[config.mk]
export PLATFORM = sky130hd
export DESIGN_NAME = pbs_lbus_seq
export DESIGN_NICKNAME = d
export VERILOG_FILES = /design/src/rtl/pbs_pkg.sv /design/src/rtl/pbs_cfg_check.sv /design/src/rtl/pbs_window.sv /design/src/rtl/pbs_lbus_seq.sv
export SDC_FILE = /design/constraint.sdc
export NUM_CORES = 1
export LEC_CHECK = 0
export ABC_AREA = 1
export BUFFER_PORTS_ARGS = -buffer_cell sky130_fd_sc_hd__buf_2
export CAP_MARGIN = 0
export CORE_ASPECT_RATIO = 0.9
export CORE_MARGIN = 2
export CORE_UTILIZATION = 35
export DETAILED_ROUTE_END_ITERATION = 8
export SLEW_MARGIN = 10
export SYNTH_ARGS = -nofsm -noshare
export SYNTH_HDL_FRONTEND = slang
export SYNTH_SLANG_ARGS = --single-unit
[constraint.sdc]
create_clock -name clk -period 5.38 [get_ports clk]
set_clock_uncertainty 0.05 [all_clocks]
set_input_delay 1.076 -clock clk [delete_from_list [all_inputs] [get_ports clk]]
set_output_delay 1.076 -clock clk [all_outputs]
set_load 0.005 [all_outputs]
[src/rtl/pbs_pkg.sv]
package pbs_pkg;
  localparam int OFS_W     = 4;
  localparam int MAX_OFS   = 10;
  localparam int IDLE_KEEP = (1 << OFS_W) - 1;
  localparam int NUM_WIN   = 3;

  typedef struct packed {
    logic [OFS_W-1:0] cs_on;
    logic [OFS_W-1:0] cs_off;
    logic [OFS_W-1:0] stb_on;
    logic [OFS_W-1:0] stb_off;
    logic [OFS_W-1:0] rd_rel;
    logic [OFS_W-1:0] rd_drv;
    logic [OFS_W-1:0] idle;
    logic             style;
  } pbs_cfg_t;
endpackage

[src/rtl/pbs_cfg_check.sv]
module pbs_cfg_check
  import pbs_pkg::*;
(
  input  pbs_cfg_t         cfg,
  input  logic             is_wr,
  output logic             range_err,
  output logic             order_err,
  output logic [OFS_W-1:0] last_ofs
);
  logic keep;
  logic [OFS_W-1:0] a, b;

  assign keep = (cfg.idle == OFS_W'(IDLE_KEEP));

  always_comb begin
    range_err = (cfg.cs_on  > OFS_W'(MAX_OFS)) || (cfg.cs_off  > OFS_W'(MAX_OFS)) ||
                (cfg.stb_on > OFS_W'(MAX_OFS)) || (cfg.stb_off > OFS_W'(MAX_OFS)) ||
                (!keep && (cfg.idle > OFS_W'(MAX_OFS))) ||
                (keep && ((cfg.rd_rel > OFS_W'(MAX_OFS)) || (cfg.rd_drv > OFS_W'(MAX_OFS))));
    order_err = (cfg.cs_on > cfg.cs_off) || (cfg.cs_on > cfg.stb_on);
  end

  always_comb begin
    a = (cfg.cs_off > cfg.stb_off) ? cfg.cs_off : cfg.stb_off;
    if (is_wr && !keep)      b = cfg.idle;
    else if (!is_wr && keep) b = cfg.rd_drv;
    else                     b = '0;
    last_ofs = (a > b) ? a : b;
  end
endmodule

[src/rtl/pbs_window.sv]
module pbs_window #(
  parameter int W = 4
) (
  input  logic [W-1:0] t,
  input  logic [W-1:0] on_ofs,
  input  logic [W-1:0] off_ofs,
  output logic         active
);
  assign active = (t >= on_ofs) && (t < off_ofs);
endmodule

[src/rtl/pbs_lbus_seq.sv]
module pbs_lbus_seq
  import pbs_pkg::*;
#(
  parameter int ADDR_W = 8,
  parameter int DATA_W = 8
) (
  input  logic              clk,
  input  logic              rst,
  input  logic              req_start,
  input  logic              req_wr,
  input  logic [ADDR_W-1:0] req_addr,
  input  logic [DATA_W-1:0] req_wdata,
  input  logic [3:0]        t_cs_on,
  input  logic [3:0]        t_cs_off,
  input  logic [3:0]        t_stb_on,
  input  logic [3:0]        t_stb_off,
  input  logic [3:0]        t_rd_rel,
  input  logic [3:0]        t_rd_drv,
  input  logic [3:0]        t_idle,
  input  logic              bus_style,
  input  logic              sw_reset,
  input  logic              clk_enable,
  input  logic [DATA_W-1:0] pb_din,
  output logic [ADDR_W-1:0] pb_addr,
  output logic              pb_cs,
  output logic              pb_rd,
  output logic              pb_wr,
  output logic              pb_dstb,
  output logic              pb_rnw,
  output logic [DATA_W-1:0] pb_dout,
  output logic              pb_doe,
  output logic              pb_rst,
  output logic              pb_clk,
  output logic [DATA_W-1:0] req_rdata,
  output logic              req_done,
  output logic              req_retry
);
  typedef enum logic [1:0] {S_IDLE, S_PRE1, S_PRE2, S_ACT} st_t;

  st_t              state;
  pbs_cfg_t         cfg_in, cfg_q;
  logic             wr_q, clk_en_q, keep_q, idle_drive;
  logic [ADDR_W-1:0] addr_q;
  logic [DATA_W-1:0] wdata_q;
  logic [OFS_W-1:0] t_q, end_q, nt, last_ofs;
  logic             range_err, order_err;
  logic [NUM_WIN-1:0][OFS_W-1:0] w_on, w_off;
  logic [NUM_WIN-1:0] w_act;
  logic             doe_next;

  assign cfg_in = '{cs_on: t_cs_on, cs_off: t_cs_off, stb_on: t_stb_on,
                    stb_off: t_stb_off, rd_rel: t_rd_rel, rd_drv: t_rd_drv,
                    idle: t_idle, style: bus_style};

  pbs_cfg_check u_cfg_check (
    .cfg       (cfg_in),
    .is_wr     (req_wr),
    .range_err (range_err),
    .order_err (order_err),
    .last_ofs  (last_ofs)
  );

  // offset the registered outputs will show after this edge
  assign nt = (state == S_PRE2) ? '0 : t_q + 1'b1;

  assign w_on  = {cfg_q.rd_rel, cfg_q.stb_on,  cfg_q.cs_on};
  assign w_off = {cfg_q.rd_drv, cfg_q.stb_off, cfg_q.cs_off};

  for (genvar i = 0; i < NUM_WIN; i++) begin : g_win
    pbs_window #(.W(OFS_W)) u_win (
      .t       (nt),
      .on_ofs  (w_on[i]),
      .off_ofs (w_off[i]),
      .active  (w_act[i])
    );
  end

  assign keep_q     = (cfg_q.idle == OFS_W'(IDLE_KEEP));
  assign idle_drive = (t_idle == 4'(IDLE_KEEP));

  always_comb begin
    if (keep_q) doe_next = wr_q ? 1'b1 : !w_act[2];
    else        doe_next = wr_q && (nt < cfg_q.idle);
  end

  always_ff @(posedge clk) begin
    if (rst) begin
      state     <= S_IDLE;
      cfg_q     <= '0;
      wr_q      <= 1'b0;
      addr_q    <= '0;
      wdata_q   <= '0;
      t_q       <= '0;
      end_q     <= '0;
      pb_addr   <= '0;
      pb_cs     <= 1'b0;
      pb_rd     <= 1'b0;
      pb_wr     <= 1'b0;
      pb_dstb   <= 1'b0;
      pb_rnw    <= 1'b1;
      pb_dout   <= '0;
      pb_doe    <= 1'b0;
      pb_rst    <= 1'b0;
      clk_en_q  <= 1'b0;
      req_rdata <= '0;
      req_done  <= 1'b0;
      req_retry <= 1'b0;
    end else begin
      req_done  <= 1'b0;
      req_retry <= 1'b0;
      pb_rst    <= sw_reset;
      clk_en_q  <= clk_enable;
      case (state)
        S_IDLE: begin
          pb_doe <= idle_drive;
          if (req_start) begin
            if (range_err || order_err) begin
              req_retry <= 1'b1;
            end else begin
              cfg_q   <= cfg_in;
              wr_q    <= req_wr;
              addr_q  <= req_addr;
              wdata_q <= req_wdata;
              end_q   <= last_ofs;
              state   <= S_PRE1;
            end
          end
        end
        S_PRE1: begin
          pb_doe <= idle_drive;
          state  <= S_PRE2;
        end
        default: begin
          t_q     <= nt;
          pb_cs   <= w_act[0];
          pb_rd   <= !cfg_q.style && !wr_q && w_act[1];
          pb_wr   <= !cfg_q.style &&  wr_q && w_act[1];
          pb_dstb <= cfg_q.style && w_act[1];
          pb_rnw  <= !(cfg_q.style && wr_q) || (nt > end_q);
          pb_doe  <= doe_next;
          if (nt == '0) begin
            pb_addr <= addr_q;
            if (wr_q) pb_dout <= wdata_q;
          end
          if (!wr_q && (nt == cfg_q.stb_off)) req_rdata <= pb_din;
          if (nt == end_q + 1'b1) begin
            req_done <= 1'b1;
            state    <= S_IDLE;
          end else begin
            state    <= S_ACT;
          end
        end
      endcase
    end
  end

  assign pb_clk = clk & clk_en_q;
endmodule

After elaboration in Yosys (flattened, before gate mapping)
Cells that the tools add are included.
{"block": "classes", "bitwise_logic": 5, "multipliers": 0, "reduce_logical": 40, "n_div": 0, "n_addsub": 2, "order_cmp": 19, "shifts": 0, "eq_ne": 8, "mux": 14}
{"op": "4-bit greater-than comparator (second input constant)", "count": 7}
{"op": "4-bit greater-than comparator", "count": 5}
{"op": "4-bit two-way mux", "count": 5}
{"op": "4-bit less-than comparator", "count": 4}
{"op": "1-bit logical AND", "count": 15}
{"op": "4-bit greater-or-equal comparator", "count": 3}
{"op": "1-bit logical OR", "count": 9}
{"op": "4-bit by 1-bit adder with 4-bit output (second input constant)", "count": 2}
{"op": "4-bit equality test", "count": 2}
{"op": "4-bit equality test (second input constant)", "count": 2}
{"op": "1-bit zero test", "count": 6}
{"op": "2-bit two-way mux", "count": 3}
{"op": "2-bit AND reduction", "count": 3}
{"op": "3-bit AND reduction", "count": 2}
{"op": "3-bit OR reduction", "count": 2}
{"op": "1-bit two-way mux", "count": 5}
{"op": "4-bit zero test", "count": 1}
{"op": "2-bit inequality test (second input constant)", "count": 2}
{"op": "1-bit NOT", "count": 4}
{"op": "2-bit case mux with 2 select lines", "count": 1}
{"op": "2-bit by 1-bit equality test with 1-bit output (second input constant)", "count": 1}
{"op": "2-bit equality test (second input constant)", "count": 1}
{"op": "2-bit zero test", "count": 1}
{"op": "2-bit OR reduction", "count": 1}
{"op": "1-bit AND", "count": 1}
{"block": "totals", "mem_bits_ro": 0, "out_inout_bits": 34, "mem_count": 0, "inputBits": 59, "latch_bits": 0, "mem_bits_rw": 0, "ff_bits": 90, "elab_cells": 115}

Longest topological paths before layout
{"block": "logic_depth", "depth_word": 10, "ltp_mapped": 19, "depth_no_buf": 19}

Modules after synthesis
Synthesis repeated with hierarchy kept, for this count alone.
{"block": "unflattened", "hier_cells": 697, "hier_area_um2": 4954.8}
{"mod": "pbs_lbus_seq", "cells_per_inst": 460, "n_inst": 1, "area_per_inst_um2": 3637.2}
{"mod": "pbs_cfg_check", "cells_per_inst": 129, "n_inst": 1, "area_per_inst_um2": 720.7}
{"mod": "pbs_window", "cells_per_inst": 36, "n_inst": 3, "area_per_inst_um2": 198.9}

==> results.txt <==
* DR WL/cell: roughly 12 um
* Cts repair resizes: 0
* CP startpoint: clk
* Grt ovf: 0
* Total placed instance area: 5750 um2
- Total wirelength of the detailed-routed design: between 10 and 15 mm
* Drt initial violations: ~390
* Clock-pin slew on the worst setup and hold paths: approximately 0.06 ns
* Starting density of the core: 35.3%
- Total count of hold-check failures in the final report: 0
* Synth unique cells: 30
* Synthesized instance count: ~760
- Cell depth of the worst min-delay path: 2
* Worst slew margin relative to its limit: 34.9%
- Number of antenna violations at the first check in global routing: 0
- Total number of vias: 4835
* Power Dens Cells: approximately 300 nW/um2
- Multi-input combinational cell area: between 2000 and 3000 um2
- Iteration count of the initial detailed-routing pass: 5
- Setup violators final: 0
- STA puts the critical path data required time at roughly 4.3 ns.
* ANT nets after route: 0
- Register Area: around 1800 um2
- Leaving out filler cells and counting taps, the final layout contains 1046.
* Number of vias per cell after detailed routing: 4.62
* Last weighted congestion value of the routability-driven placer: between 0.8 and 0.9
- In this run the critical register-to-register path is captured at req_rdata[6].
- Biggest area contributors in the synthesized netlist: dfxtp_1 35%, ha_1 11%, nand2_1 10%, nor2_1 9.0%, inv_1 8.0%
- Number of global-route vias before repair: about 4.4k
- Area share of the largest cell type after synthesis: 35.0%
- Leakage power summed over all cells: roughly 3.2 nW
- First-pass GRT wire length: roughly 22 mm
- Post-Syn Nets: around 870
- Timing analysis after detailed placement gives a worst setup slack of between 1 and 1.5 ns.
- Buffers inserted to repair hold after CTS numbered 0.
- During I/O placement, the number of pins put on the boundary was 93.
- For this run, the total global-route usage over all layers was measured as around 17%.
- In the routed design, unresolved DRC markers number 0.
- Unrepaired setup endpoints after global routing: false
* Crit path kind: clk2out
* Worst hold-check path type: reg2reg
* Sequential share of the synthesized area: around a third
- Most common library cell in the layout ignoring fill and taps: nand2_1
* Worst Setup Slack, final: ~1.1 ns
* Kind of end point of the critical path: primary output
* Hpwl dp: 9.35 mm
- In this run the tool buffered the top-level ports with 92 buffer cells.
* Post-Place Cells: around 1.0k
- Number of setup buffers added after CTS: 0
- Setup total negative slack on the finished layout was measured at 0 ns.
- The worst register-to-register path has a setup slack of roughly 2.5 ns.
- The flow ran to the end, and the final reports show no timing, DRC or antenna violations.
- Overall die area: around 16000 um2
- Most frequent cells in the layout: 143 x nand2_1, 122 x nor2_1, 110 x inv_1
* Max-cap violations: 0
- Largest net degree at the start of global routing: between 50 and 60
- Measured along the y axis, the die boundary spans 119 um.
* Post-synth design cell area: between 5000 and 6000 um2
- At the pin with the least slew margin, the transition time is about 1 ns.
- Across the VDD grid, the largest voltage drop is roughly 160 uV.
- The number of pins with negative max-slew slack in the final report came to 0.
- The floorplan has between 40 and 50 rows.
- Yosys warning total: 0
- After floorplanning, the core was sized to cover ~15000 um2.
- Reg2Reg Launch Point: state[1]
* Cell type with the highest aggregate area in the netlist: dfxtp_1
* Later-pin clock latency in the skew report: approximately 0.46 ns
* Launch point of the worst hold path: pb_cs
- The layout has 1589 filler cells.
- Die X-Extent: about 130 um
* Reg2reg path depth: 10
* Clock tree from TritonCTS: done
* Synth-to-layout area growth: 19.9%
* Largest fanout of any net on the critical path: 2
* FF+latch count, synth: 90
- Diode count: 0
- STA puts the critical path data arrival time at around 3.1 ns.
- Tightest hold margin: 0.413 ns
* Kind of launch point of the worst setup path: clock port
- Share of layout cells above drive strength 1: around 15%
- For hold timing, the worst endpoint is pb_cs.
* Syn Area/Cell: ~6.7 um2
- The net count of the finished layout is 949.
- After routing the design area is ~6200 um2.
## cells in the mapped netlist (all sizes together)
master,instances
buf,21
o21bai,6
and2,3
xor2,2
xnor2,2
nor4,1
nand3,76
a21boi,1
a211oi,2
or2,1
o21ai,37
ha,47
dfxtp,90
inv,115
nand2,146
nor2,125
clkbuf,9
clkinv,1
a21oi,69
nand4,9
## layout make-up
class | count | share of cell area (%)
inverters | 115 | 7.04
multi-input cells | 527 | 44.7
repair buffers | 95 | 8.07
flip-flops and latches | 90 | 29.2
clock buffers | 13 | 4.95
clock inverters | 8 | 2.03
well taps | 198 | 4.02
## cell families after synthesis
family / Yosys count / synth area share [%]
flops: 90 / 35.0
simple gates: 361 / 29.6
xor+xnor: 4 / 0.681
buf+inv: 146 / 11.6
fa+ha+maj: 47 / 11.4
compound gates: 115 / 11.6
## worst max-delay path: stages
cell	delay, ns
clkbuf_16	0.12
clkbuf_16	0.13
nand2_1	0.06
inv_1	0.03
buf_2	0.11
## metal layers
layer / track usage [%] / vias to the layer above / routed length [um]
met5: 0 / - / 0
met4: 6.93 / 0 / 184
met3: 4.34 / 16 / 675
met2: 24.8 / 101 / 5250
met1: 25.2 / 2121 / 6940
li1: - / 2597 / -
## sequential cells by signal (all words and copies together) (netlist names)
| name | flops |
|---|---|
| end_q | 4 |
| pb_rst | 1 |
| pb_cs | 1 |
| cfg_q | 29 |
| pb_addr | 8 |
| req_rdata | 8 |
| pb_wr | 1 |
| pb_dstb | 1 |
| wdata_q | 8 |
| wr_q | 1 |
| req_done | 1 |
| pb_rnw | 1 |
| pb_dout | 8 |
| pb_rd | 1 |
| req_retry | 1 |
| t_q | 4 |
| pb_doe | 1 |
| clk_en_q | 1 |
| addr_q | 8 |
| state | 2 |
## how the worst max path moves through the flow
stage	end	slack (ns)	cells past startpoint
after floorplan	pb_clk	1.48	2
after global placement	pb_clk	1.39	3
after detailed placement	pb_clk	1.39	3
after CTS	pb_clk	1.10	5
after global routing	pb_clk	1.07	5
final	pb_clk	1.12	5
## where the power goes
group	internal (mW)	switching, mW	total [mW]
combinational	0.0972	0.169	0.266
sequential	0.683	0.0116	0.695
clock	0.555	0.306	0.862
total	1.34	0.487	1.82
## through the flow
step                      total power [mW]  utilization, %
after floorplan                      0.899               -
after global placement               0.978            39.5
after detailed placement             0.979            39.5
after CTS                             1.84            42.4
after global routing                  1.91            42.4
final                                 1.82            42.4
No activity file was read; power rests on OpenSTA's default activity.
